===== src/rtl/lamp_pick.sv =====
module lamp_pick #(
  parameter int NUM_LAMPS = 37,
  parameter int ADDR_W = 8,
  parameter int DATA_W = 8,
  parameter bit [ADDR_W-1:0] SEL_ADDR = 8'h0B
) (
  input  logic              clk,
  input  logic              rst_n,
  input  logic              wr_en,
  input  logic [ADDR_W-1:0] wr_addr,
  input  logic [DATA_W-1:0] wr_data,
  input  logic              apply,
  input  logic              op_lamp,
  output logic [NUM_LAMPS:0] lamps
);
  localparam int IDX_W = $clog2(NUM_LAMPS);
  localparam int FLAG  = DATA_W - 1;

  logic [DATA_W-1:0]    held;
  logic [IDX_W-1:0]     cur;
  logic [NUM_LAMPS-1:0] ring;

  wire              hit  = wr_en && (wr_addr == SEL_ADDR);
  wire [DATA_W-1:0] bare = {1'b0, held[FLAG-1:0]};
  wire              fits = bare < DATA_W'(NUM_LAMPS);

  always_ff @(posedge clk or negedge rst_n)
    if (!rst_n) begin
      held <= '0;
      cur  <= '0;
    end else begin
      if (hit)        held <= wr_data;
      else if (apply) held <= bare;
      if (apply && fits) cur <= bare[IDX_W-1:0];
    end

  assign ring  = NUM_LAMPS'(1) << cur;
  assign lamps = {op_lamp, ring};
endmodule



===== config.mk =====
export PLATFORM = sky130hd
export DESIGN_NAME = lamp_pick
export DESIGN_NICKNAME = d
export VERILOG_FILES = /design/src/rtl/lamp_pick.sv
export SDC_FILE = /design/constraint.sdc
export NUM_CORES = 1
export LEC_CHECK = 0
export ABC_CLOCK_PERIOD_IN_PS = 2400
export BUFFER_PORTS_ARGS = -buffer_cell sky130_fd_sc_hd__clkbuf_2
export CAP_MARGIN = 15
export CORE_MARGIN = 2
export CORE_UTILIZATION = 42
export DETAILED_ROUTE_END_ITERATION = 6
export GPL_TIMING_DRIVEN = 0
export PLACE_DENSITY_LB_ADDON = 0.12
export SLEW_MARGIN = 40
export SYNTH_ARGS = -nofsm -noshare
export SYNTH_HDL_FRONTEND = slang
export SYNTH_SLANG_ARGS = --single-unit

===== constraint.sdc =====
create_clock -name clk -period 2.4 [get_ports clk]
set_input_delay 0.12 -clock clk [delete_from_list [all_inputs] [get_ports clk]]
set_output_delay 0.12 -clock clk [all_outputs]
set_load 0.05 [all_outputs]

After elaboration in Yosys (flattened, before gate mapping)

Cells that the tools add are included.

Output and inout port bits: 38
Input bits: 21
Flip-flop bits (word level): 13
Word-level logic and storage cells: 8

Eq/ne operators: 1
Muxes and demuxes: 1
Shift-type cells: 1
$lt $le $gt $ge: 1
Reduce and logical (&&, ||, !) cells: 2

Operators with widths:

| kind                                               | count |
|---|---|
| << shifter 1 x 6 -> 37 bit, first input constant   | 1 |
| == test 8 x 4 -> 1 bit, second input constant      | 1 |
| < comparator 7 x 6 -> 1 bit, second input constant | 1 |
| two-way mux 7 bit                                  | 1 |
| logical AND 1 bit                                  | 2 |

Logic depth before layout (Yosys ltp)

Gate-level depths: netlist of the first run.

Depth in word-level cells: 3
Gate-level depth with buffers: 3

Worst setup path before layout of the first run

No wires, ideal clock.

Path kind: register -> output
Start point: register cur[1]
End point: output port lamps[0]
Required time: 2280 ps
Setup slack: 740 ps
Arrival time: 1540 ps
Stages on the path, launching flop included: 4
Path buffers: 1
Cells stage by stage: dfrtp_1 or2_2 clkbuf_1 nor2_1

Cells in the longest elaborated chain, start to end: 1

Ends and longest elaborated chain:

| what                       | RTL line | RTL |
|---|---|---|
| from (decl)                | 20       | `logic [IDX_W-1:0] cur;` |
| from (signal assigned)     | 34       | `if (apply && fits) cur <= bare[IDX_W-1:0];` |
| << shifter 1 x 6 -> 37 bit | 37       | `assign ring = NUM_LAMPS'(1) << cur;` |
| to (decl)                  | 14       | `output logic [NUM_LAMPS:0] lamps` |

Every way passes these cells.

Worst setup path after layout of the first run

Start point: register cur[1]
End point: output port lamps[17]

The elaborated chain is that of the path after synthesis.

==> results of run 1 <==
==> metrics by stage <==
stage / power (mW) / hold slack (ns) / area (sq um)
6_report: 0.5135 / 0.08281 / 1137
5_1_grt: 0.5458 / 0.07918 / 1137
4_1_cts: 0.5178 / 0.07824 / 1137
3_5_place_dp: 0.3898 / 0.02317 / 1101
3_3_place_gp: 0.3847 / 0.01923 / 1101
2_1_floorplan: 0.3480 / -0.1756 / 789.5
==> layer usage <==
layer  vias up  wire (um)  GRT usage [%]  share of wire [%]
li1        432          -              -                  -
met1       346        776          18.00                 42
met2        47        896          30.81                 48
met3         0        177          2.692                9.6
met4         0          0          8.889                  0
met5         -          0              0                  0
==> cell usage after synthesis <==
cell	number	share of area [%]
sky130_fd_sc_hd__or2_2	1	0.79
sky130_fd_sc_hd__or4b_1	1	1.3
sky130_fd_sc_hd__nand2b_1	2	1.6
sky130_fd_sc_hd__nor2b_1	4	3.2
sky130_fd_sc_hd__a21oi_1	2	1.3
sky130_fd_sc_hd__mux2_2	12	17
sky130_fd_sc_hd__nand2_1	9	4.3
sky130_fd_sc_hd__nand3_1	2	1.3
sky130_fd_sc_hd__nand3b_1	1	0.95
sky130_fd_sc_hd__nor2_1	40	19
sky130_fd_sc_hd__nor3b_1	1	0.95
sky130_fd_sc_hd__clkbuf_1	3	1.4
sky130_fd_sc_hd__o21ai_0	1	0.63
sky130_fd_sc_hd__buf_4	1	0.95
sky130_fd_sc_hd__dfrtp_1	13	41
sky130_fd_sc_hd__nor4b_1	1	1.1
sky130_fd_sc_hd__nor4b_4	1	3.0
==> critical path, delay by kind of cell, from the launching register on <==
family	cells	cell delay (ns)
buffers and inverters	2	0.51
DFF	1	0.41
and+or+nand+nor	2	0.46
==> cell families (layout without fill, tap and decap cells) <==
logic type	count (synthesis)	in the layout	share of synthesized area, %
flops	13	13	41.20
mux	12	12	17.12
simple gates	63	63	37.40
compound gates	3	3	1.901
buf+inv	4	65	2.377
==> area by class of cell <==
type	instances	area, sq um
plain buffers	4	18.77
clock buffers	4	26.28
fillers	152	608.1
multi-input cells	78	445.4
flip-flops and latches	13	325.3
well taps	25	31.28
repair buffers	57	290.3
==> path summary, 6_finish.rpt <==
check                           start         to  slack (ns)  cells after the start
hold / removal             wr_data[2]    held[2]        0.08                      2
max in group asynchronous       rst_n    held[2]        1.90                      2
setup / recovery               cur[1]  lamps[17]        0.64                      4
min in group asynchronous       rst_n    held[6]        0.27                      2
hold reg to reg               held[5]    held[5]        0.53                      1
setup reg to reg              held[4]     cur[1]        0.91                      3
==> power breakdown <==
| group | total, mW | internal (mW) | switching [mW] |
|---|---|---|---|
| Sequential | 0.242 | 0.231 | 0.0112 |
| Combinational | 0.143 | 0.0466 | 0.0964 |
| Clock | 0.128 | 0.0642 | 0.0639 |
==> state kept, by name, summed over array words and instances, names as in the netlist <==
signal,count
cur,6
held,7
==> results.md, run 1 <==
Status:
- The run finished with clean final reports.

Critical path:
- The slowest stage of the critical path belongs to the cell sky130_fd_sc_hd__dfrtp_1.
- The kind of end point of the critical path is an output pin.
- The kind of launch point of the worst setup path is a flop.
- For the worst setup path, the data required time is 2.28 ns.
- The largest single stage delay on the critical path is 0.41 ns.
- The data arrival time of the critical path is 1.64 ns.
- The signal on the critical path passes through or2_2, clkbuf_1, nor2_1, clkbuf_2.
- Of all nets on the critical path, the largest fanout is 10.
- The critical path is of the flop to output pin type.

Clock tree:
- The post-cts hold buffer count is 1.
- Clock-pin slew was measured on the worst setup and hold paths at 0.07 ns.
- The library cell used as clock root buffer is sky130_fd_sc_hd__clkbuf_4.
- The CTS sink count is 13.
- The clock reaches the later pin of the worst-skew pair after 0.26 ns.
- In this run the number of H-tree levels came out at 1.
- No sink is reached through more buffers than the 2 on the longest clock path.
- TritonCTS built the clock tree.
- The post-cts resize count is 0.
- The number of buffers created by CTS is 3.
- Post-CTS timing repair inserted 0 buffers for setup.

Yosys:
- The synthesized instance count is 95.
- Yosys mapped the design onto 17 distinct sky130hd cell types.
- The post-synthesis net count is 116.
- A synthesized cell averages 8.311 sq um.
- The total of flip-flops plus latches after synthesis is 13.
- The post-synthesis cell area is 789.5 sq um.
- For this run, the register share of the synthesized area comes to 41.20%.
- Yosys printed 0 warnings.

Drt:
- The post-detailed-route DRC marker count is 0.
- The detail route stage leaves a number of antenna-violating nets equal to 0.
- The total number of vias is 825.
- After the first detailed-routing iteration, the DRC count stood at 10.
- The average vias per placed instance is 4.558.
- The detailed-routing iteration count for the pre-antenna-repair pass is 4.
- Dividing the detail-routed wire length by the instance count gives 10.22 um.
- After detailed routing, the total wire length is 1.850 mm.

Die:
- The die width is 47.36 um.
- The initial utilization of the core area, before any placement, comes to 45.23%.
- The total area inside the core boundary comes to 0.001745 sq mm.
- Row generation in the floorplan step produced 15 rows.
- 59 I/O pins were placed.
- The die is 47.36 um tall.
- The die covers 0.002243 sq mm.

Power:
- For this design the ratio of total power to cell area is 451.5 mW/mm^2.
- The worst-case vdd ir drop is 0.0004137 V.
- The leakage power is 0.6223 nW.

Timing:
- The total count of hold-check failures in the final report is 0.
- The pin slew with the least headroom to its limit is 0.4558 ns.
- After layout, the minimum clock period comes to 1.760 ns.
- Setup repair after global routing left no endpoint under its margin.
- The final number of max-transition violations was 0.
- The worst slew slack as a fraction of its limit is 69.48%.
- The setup slack of the critical path after layout is 0.6399 ns.
- The total negative setup slack is 0 ns.
- The final critical path takes up 73.34% of the cycle.
- Setup violations remaining at the end of the flow were counted as 0.
- The worst clock skew on the final layout is 0.0001172 ns.
- The highest clock frequency the design can meet is 0.5682 GHz.

GRT:
- The number of antenna violations at the first check in global routing is 0.
- The number of global-route vias before repair is 641.
- The first global-routing pass estimated 2.615 mm of wire.
- The pin count of the biggest net entering global routing is 14.
- The overflow left after global routing is 0.
- Global routing used 16.73% of the available tracks across all layers.

Job:
- The total of max-cap violations is 0.

Place:
- The final RePlAce weighted congestion is 0.7304.
- During placement, the flow inserted port buffers numbering 56.
- Once placement completed, the tool counted placed cells totaling 176.
- Before CTS, the worst setup slack after placement is 0.6037 ns.
- The placed wire-length estimate is 1.574 mm.

Final layout:
- The fraction of final layout cells sized beyond drive strength 1 is 47.44%.
- The synthesis-to-layout area growth is 44.06%.
- At the end of the flow the core is filled with cells to 65.16%.
- In the layout the commonest cells are sky130_fd_sc_hd__clkbuf_2, sky130_fd_sc_hd__nor2_1, sky130_fd_sc_hd__dfrtp_1, sky130_fd_sc_hd__mux2_2, sky130_fd_sc_hd__nand2_1.
- The final standard cell count with taps included and fillers excluded is 181.
- The number of antenna diodes in the final layout is 0.
- The final layout contains 178 nets.
- The commonest non-fill, non-tap cell in the layout is sky130_fd_sc_hd__clkbuf_2.

Hold path:
- The min-delay analysis places its worst path in the category input pin to flop.
Power figures use the tool's default switching activity.
==> run 2: changes to the inputs <==
--- a/config.mk
+++ b/config.mk
@@ -5,11 +5,11 @@
 export SDC_FILE = /design/constraint.sdc
 export NUM_CORES = 1
 export LEC_CHECK = 0
-export ABC_CLOCK_PERIOD_IN_PS = 2400
+export ABC_CLOCK_PERIOD_IN_PS = 1500
 export BUFFER_PORTS_ARGS = -buffer_cell sky130_fd_sc_hd__clkbuf_2
 export CAP_MARGIN = 15
 export CORE_MARGIN = 2
-export CORE_UTILIZATION = 42
+export CORE_UTILIZATION = 35
 export DETAILED_ROUTE_END_ITERATION = 6
 export GPL_TIMING_DRIVEN = 0
 export PLACE_DENSITY_LB_ADDON = 0.12
==> constraint.sdc (replaced) <==
create_clock -name clk -period 1.5 [get_ports clk]
set_input_delay 0.075 -clock clk [delete_from_list [all_inputs] [get_ports clk]]
set_output_delay 0.075 -clock clk [all_outputs]
set_load 0.05 [all_outputs]
==> results.md, run 2 (synthesized netlist as in run 1, its figures left out) <==
GRT:
- The number of antenna violations at the first check in global routing came to 0.
- Global routing used 16.99% of the available tracks across all layers.
- Entering global routing, the biggest net connects 14 pins.
- The overflow left after global routing is 0.
- The met2 capacity usage during global routing is 29.70%.
- For met1 alone, demand over resource in global routing was 18.93%.
- In the global route stage, met3 resource usage came out at 4.310%.
- The layer flagged by global routing as most heavily used is met2.
- The first-pass GRT wire length is 3.367 mm.
- The number of global-route vias before repair is 784.

Final layout:
- The register bank with the most flops is held.
- The top cell types in the final layout, fill and taps aside, are sky130_fd_sc_hd__nor2_1, sky130_fd_sc_hd__clkbuf_2, sky130_fd_sc_hd__buf_6, sky130_fd_sc_hd__buf_4, sky130_fd_sc_hd__nor2_2.
- Leaving out fill and tap cells, the most frequent cell in the layout is sky130_fd_sc_hd__nor2_1.
- The flip-flop count of the largest register after layout is 7.
- The largest registers in the layout are held (7), cur (6).
- The total of fill cells in the finished design is 189.
- The synthesis-to-layout area growth is 77.02%.
- The number of nets in the finished design is 178.
- After the flow finishes, the layout carries non-filler instances totaling 184.
- 0 antenna diodes ended up in the layout.
- The fraction of final layout cells sized beyond drive strength 1 is 64.74%.

Place:
- The congestion estimate from routability-driven global placement came to 0.7831.
- Including well taps, the total number of placed cells is 179.
- The worst-case setup slack after placement is -0.2714 ns.
- The placed wire-length estimate is 1.568 mm.
- The number of I/O port buffers is 56.

Timing:
- The minimum clock period after layout is 1.494 ns.
- The highest clock frequency the design can meet is 0.6695 GHz.
- The worst pin sits at a relative slew slack of 77.26%.
- The setup slack of the critical path after layout is 0.006381 ns.
- The final number of max-transition violations came to 0.
- In the finished design, the share of the clock period the worst path needs comes to 99.57%.
- Setup repair after global routing could not meet its margin everywhere.
- The number of endpoints failing setup at the final stage is 0.
- The worst hold margin is 0.03335 ns.
- The total count of hold-check failures in the final report is 0.
- On the final layout, the worst clock skew is 0.002493 ns.
- For the pin with the worst max-slew slack, the measured transition is 0.3404 ns.

Power:
- The analysis attributes to net switching a power of 0.2893 mW.
- The internal power is 0.5705 mW.
- The power density of the placed cells is 615.2 mW/mm^2.
- Of the total power, the clock network draws 24.0%.
- The switching fraction of total power is 33.65%.
- The worst-case vdd ir drop is 0.0005349 V.
- The total chip power is 0.8598 mW.
- The share of power burned in combinational logic is 30.0%.
- The leakage power is 0.6748 nW.
- Per report_power, the sequential group accounts for 46.0% of the total.

Drt:
- For this block, the initial DRC count from the detailed router was 17.
- The post-detailed-route DRC marker count is 0.
- For this block, the via count after detailed routing is 878.
- The post-route antenna net violation count is 0.
- The routed design has 2.144 mm of wire.
- The first TritonRoute pass finished after 4 iterations.
- In the routed layout, each cell is associated on average with a via count of 4.772.
- Dividing the detail-routed wire length by the instance count gives 11.65 um.

Critical path:
- The number of buffers and inverters on the critical path is 1.
- The data arrival time of the critical path is 1.42 ns.
- The kind of cell adding the most delay to the critical path is simple AND/OR/NAND/NOR gates.
- Among all stages on the critical path, the largest delay is contributed by sky130_fd_sc_hd__dfrtp_2.
- On the worst path, the slowest cell contributes a delay of 0.44 ns.
- The kind of launch point of the worst setup path is a flop.
- The kind of end point of the critical path is an output pin.
- The highest net fanout along the worst path is 4.
- Walking the worst path, the cells encountered are nor2_2, nand2_1, nor2_1, buf_4.
- The critical path class is flop to output pin.
- The critical path data required time is 1.42 ns.

Clock tree:
- The maximum clock insertion buffer count is 2.
- The clock network latency to the later pin of the worst-skew pair is 0.27 ns.
- The TritonCTS clock tree is done.
- For this design, the sink count on the clock tree is 13.
- The depth of the CTS H-tree is 1.
- The number of buffers created by CTS is 3.
- The library cell used as clock root buffer is sky130_fd_sc_hd__clkbuf_4.
- Clock-pin slew was measured on the worst setup and hold paths at 0.07 ns.

Die:
- The initial core utilization is 36.39%.
- The die width is 51.50 um.
- The die is 51.50 um tall.
- The total area inside the core boundary comes to 0.002170 sq mm.
- The die covers 0.002652 sq mm.
- Row generation in the floorplan step produced 17 rows.
- The number of top-level design ports is 59.

Hold path:
- The tightest min-delay check is of the input pin to flop type.

Job:
- The total of max-cap violations is 0.

Status:
- The run finished with clean final reports.
run 2: cell types whose count changed in the layout (fill, tap and decap cells not counted), sizes merged:
cell and change:
clkbuf -31, buf +31
run 2: worst paths after layout:
check	startpoint	to	slack (ns)	depth (start not counted)
worst min-delay path	wr_data[6]	held[6]	0.03	2
worst min register to register	held[5]	held[5]	0.52	1
worst max register to register	held[6]	cur[1]	0.17	3
min in group asynchronous	rst_n	held[5]	0.23	2
worst max-delay path	cur[5]	lamps[20]	0.006	4
max in group asynchronous	rst_n	cur[0]	1.01	2
run 2: what timing repair did:
item / 4_1_cts / 5_1_grt
endpoints found under the hold margin: 13 / 0
hold buffers: 1 / 0
endpoints found under the setup margin: 42 / 46
resized for setup: 44 / 67
setup buffers: 0 / 2
gates cloned: 0 / 0
pin swaps: 0 / 1
run 2: through the flow:
stage	setup TNS [ns]	area, sq um	util (%)
global route	-1.658	1398	64.42
floorplan	-1.689	800.8	-
global placement	-1.707	1116	51.44
detailed placement	-1.757	1116	51.44
CTS	-0.005970	1262	58.19
finish	0	1398	64.42
run 2: power by group through the flow:
stage	clock network, mW	registers [mW]	logic (mW)
floorplan	0	0.390	0.169
global placement	0	0.395	0.226
detailed placement	0	0.395	0.232
CTS	0.215	0.390	0.248
global route	0.232	0.400	0.282
finish	0.206	0.396	0.258
run 2: per-layer routing:
layer	share of wire, %	vias to the layer above
met3	8.3	2
met5	0	-
met1	40	403
met4	0.79	0
li1	-	431
met2	51	42
run 2: area by class of cell:
class | count | area (sq um) | share of cell area [%]
plain buffers | 2 | 12.51 | 0.8953
flip-flops and latches | 13 | 329.1 | 23.55
clock buffers | 4 | 26.28 | 1.880
repair buffers | 59 | 470.5 | 33.66
multi-input cells | 78 | 524.3 | 37.51
well taps | 28 | 35.03 | 2.507
==> run 3: changes to the inputs <==
--- a/config.mk
+++ b/config.mk
@@ -8,8 +8,10 @@
 export ABC_CLOCK_PERIOD_IN_PS = 1500
 export BUFFER_PORTS_ARGS = -buffer_cell sky130_fd_sc_hd__clkbuf_2
 export CAP_MARGIN = 15
+export CELL_PAD_IN_SITES_DETAIL_PLACEMENT = 0
+export CELL_PAD_IN_SITES_GLOBAL_PLACEMENT = 1
 export CORE_MARGIN = 2
-export CORE_UTILIZATION = 35
+export CORE_UTILIZATION = 23
 export DETAILED_ROUTE_END_ITERATION = 6
 export GPL_TIMING_DRIVEN = 0
 export PLACE_DENSITY_LB_ADDON = 0.12
==> results.md, run 3 (synthesized netlist as in run 1, its figures left out) <==
Timing:
- The minimum clock period after layout is 1.497 ns.
- Adding up every negative setup slack in the final design gives 0 ns.
- Measured against its own limit, the worst slew margin works out to 76.92%.
- On the final layout, the worst clock skew is 0.002144 ns.
- The final number of max-transition violations is 0.
- The pin slew with the least headroom to its limit is 0.3426 ns.
- Setup violations remaining at the end of the flow were counted as 0.
- Of the available clock period, the critical path in the final layout requires 99.82%.
- Setup repair after global routing could not meet its margin everywhere.
- Once routing completed, OpenROAD measured the worst setup slack at 0.002691 ns.
- Static timing analysis puts the maximum clock frequency at 0.6679 GHz.
- The total count of hold-check failures in the final report is 0.
- The worst hold margin is 0.02721 ns.

Critical path:
- In this design, the largest share of critical-path delay is due to simple AND/OR/NAND/NOR gates.
- The highest net fanout along the worst path is 4.
- The kind of end point of the critical path is an output pin.
- The worst setup slack for register-to-register paths is 0.18 ns.
- STA classifies the critical path startpoint as a flop.
- For this run, the slowest stage of the critical path takes 0.43 ns.
- The largest individual stage delay along the critical path comes from the cell sky130_fd_sc_hd__dfrtp_1.
- Traced cell by cell, the critical path runs through nor2b_4, nand2_1, nor2_1, buf_6.
- The critical path is of the flop to output pin type.
- For the worst setup path, the data arrival time is 1.42 ns.
- Data on the critical path is required at its endpoint by 1.42 ns.
- Counting both buffers and inverters, the worst setup path holds a total of 1.

Clock tree:
- The clock network latency to the later pin of the worst-skew pair is 0.27 ns.
- TritonCTS built the clock tree.
- The root buffer cell chosen for the clock tree is sky130_fd_sc_hd__clkbuf_4.
- In this run the number of H-tree levels came out at 1.
- The number of buffers created by CTS is 3.
- The clock net in this run drives a total of 13 sinks.
- The clock transition at the register clock pins on the worst setup and hold paths after CTS is 0.08 ns.
- The maximum clock insertion buffer count is 2.

Place:
- The final RePlAce weighted congestion is 0.6559.
- The worst-case setup slack after placement is -0.2923 ns.
- The placed wire-length estimate is 1.699 mm.
- The number of I/O port buffers is 56.

GRT:
- Global routing consumed, over all layers together, 12.00% of the routing resources.
- The pin count of the biggest net entering global routing is 14.
- The number of global-route vias before repair is 801.
- The total overflow left after global routing is 0.
- The first global-routing pass estimated 3.788 mm of wire.
- The number of antenna violations at the first check in global routing came to 0.

Die:
- The die is 62.59 um tall.
- In this run the count of I/O pins placed on the die edge is 59.
- The area inside the core boundary is 0.003311 sq mm.
- In this run the core area contains 21 standard-cell rows.
- The die width is 62.59 um.
- The die area is 0.003918 sq mm.
- The initial core utilization is 23.85%.

Final layout:
- The library cells used most frequently in the layout, excluding fill and tap cells, are sky130_fd_sc_hd__nor2_1, sky130_fd_sc_hd__clkbuf_2, sky130_fd_sc_hd__buf_6, sky130_fd_sc_hd__nor2_2, sky130_fd_sc_hd__buf_4.
- Counting flops per register, the top entry is held.
- At the end of the flow, the number of nets in the layout was 178.
- In the final layout, the registers with the most flip-flops are held (7), cur (6).
- The flip-flop count of the largest register after layout is 7.
- Leaving out fill and tap cells, the most frequent cell in the layout is sky130_fd_sc_hd__nor2_1.
- 0 antenna diodes ended up in the layout.
- The fraction of final layout cells sized beyond drive strength 1 is 66.03%.
- The synthesis-to-layout area growth is 84.63%.

Drt:
- In this run the remaining antenna-violating nets after routing total 0.
- For this run, design rule violations remaining after detail routing come to 0.
- Summing over every cut layer, the via total after detailed routing is 880.
- The detailed-routing iteration count for the pre-antenna-repair pass is 4.
- In this run, the number of DRC markers left after iteration 0 of detailed routing was 25.
- After detailed routing, the average wire length per cell comes to 11.52 um.
- Dividing the detail-routed via count by the number of cells gives 4.356.
- The final routed wirelength across all metal layers is 2.328 mm.

Power:
- The worst-case vdd ir drop is 0.0004336 V.
- Power spread over the standard cell area amounts to 603.3 mW/mm^2.
- The leakage power is 0.6843 nW.

Status:
- The flow ran to the end, and the final reports show no timing, DRC or antenna violations.

Job:
- The total of max-cap violations is 0.

Hold path:
- The worst hold path belongs to the class input pin to flop.
-- run 3: changes by cell type in the layout (fill, tap and decap cells not counted), sizes merged --
| cell | delta |
|---|---|
| buf | -1 |
| clkbuf | +1 |
-- run 3: area by class of cell --
type,count,area [sq um]
multi-input cells,78,534.3
well taps,46,57.56
flip-flops and latches,13,330.3
fillers,347,1853
clock buffers,4,26.28
repair buffers,60,501.7
plain buffers,1,7.507
-- run 3: metal layers --
layer  up-vias  part of all wire (%)  global-route usage [%]
met5         -                     0                       0
met4         0                   1.3                   5.000
met3         4                   8.3                   2.162
met2        48                    49                   20.43
met1       395                    41                   14.89
li1        433                     -                       -
-- run 3: through the flow --
| step | power (mW) | util, % | instance area, sq um | cells |
|---|---|---|---|---|
| floorplan | 0.5591 | - | 800.8 | 95 |
| global placement | 0.6261 | 34.39 | 1139 | 197 |
| detailed placement | 0.6290 | 34.39 | 1139 | 197 |
| CTS | 0.8624 | 39.08 | 1294 | 199 |
| global route | 0.9249 | 44.03 | 1458 | 202 |
| finish | 0.8795 | 44.03 | 1458 | 202 |
-- run 3: worst register-to-register path: stages (launching register included) --
cell,delay [ns]
sky130_fd_sc_hd__dfrtp_1,0.40
sky130_fd_sc_hd__nor4b_2,0.35
sky130_fd_sc_hd__a21oi_2,0.16
sky130_fd_sc_hd__mux2_2,0.29
-- run 3: timing repair --
action	4_1_cts	5_1_grt
pin swaps	0	3
hold endpoints to repair	13	0
hold buffers	1	0
setup endpoints to repair	37	47
setup buffers	0	3
resized for setup	46	70
-- run 3: path summary, 6_finish.rpt --
path                       startpoint         to  cells after the start
max                            cur[3]  lamps[24]                      4
min                        wr_data[6]    held[6]                      2
max reg2reg                   held[6]     cur[2]                      3
min reg2reg                   held[5]    held[5]                      1
max in group asynchronous       rst_n     cur[0]                      2
min in group asynchronous       rst_n    held[6]                      2
-- run 3: where the power goes --
part	switching (mW)	leakage [nW]	total, mW	internal [mW]
logic	0.166	0.497	0.269	0.103
registers	0.0259	0.172	0.397	0.372
clock network	0.110	0.0150	0.213	0.103
total	0.302	0.684	0.879	0.578
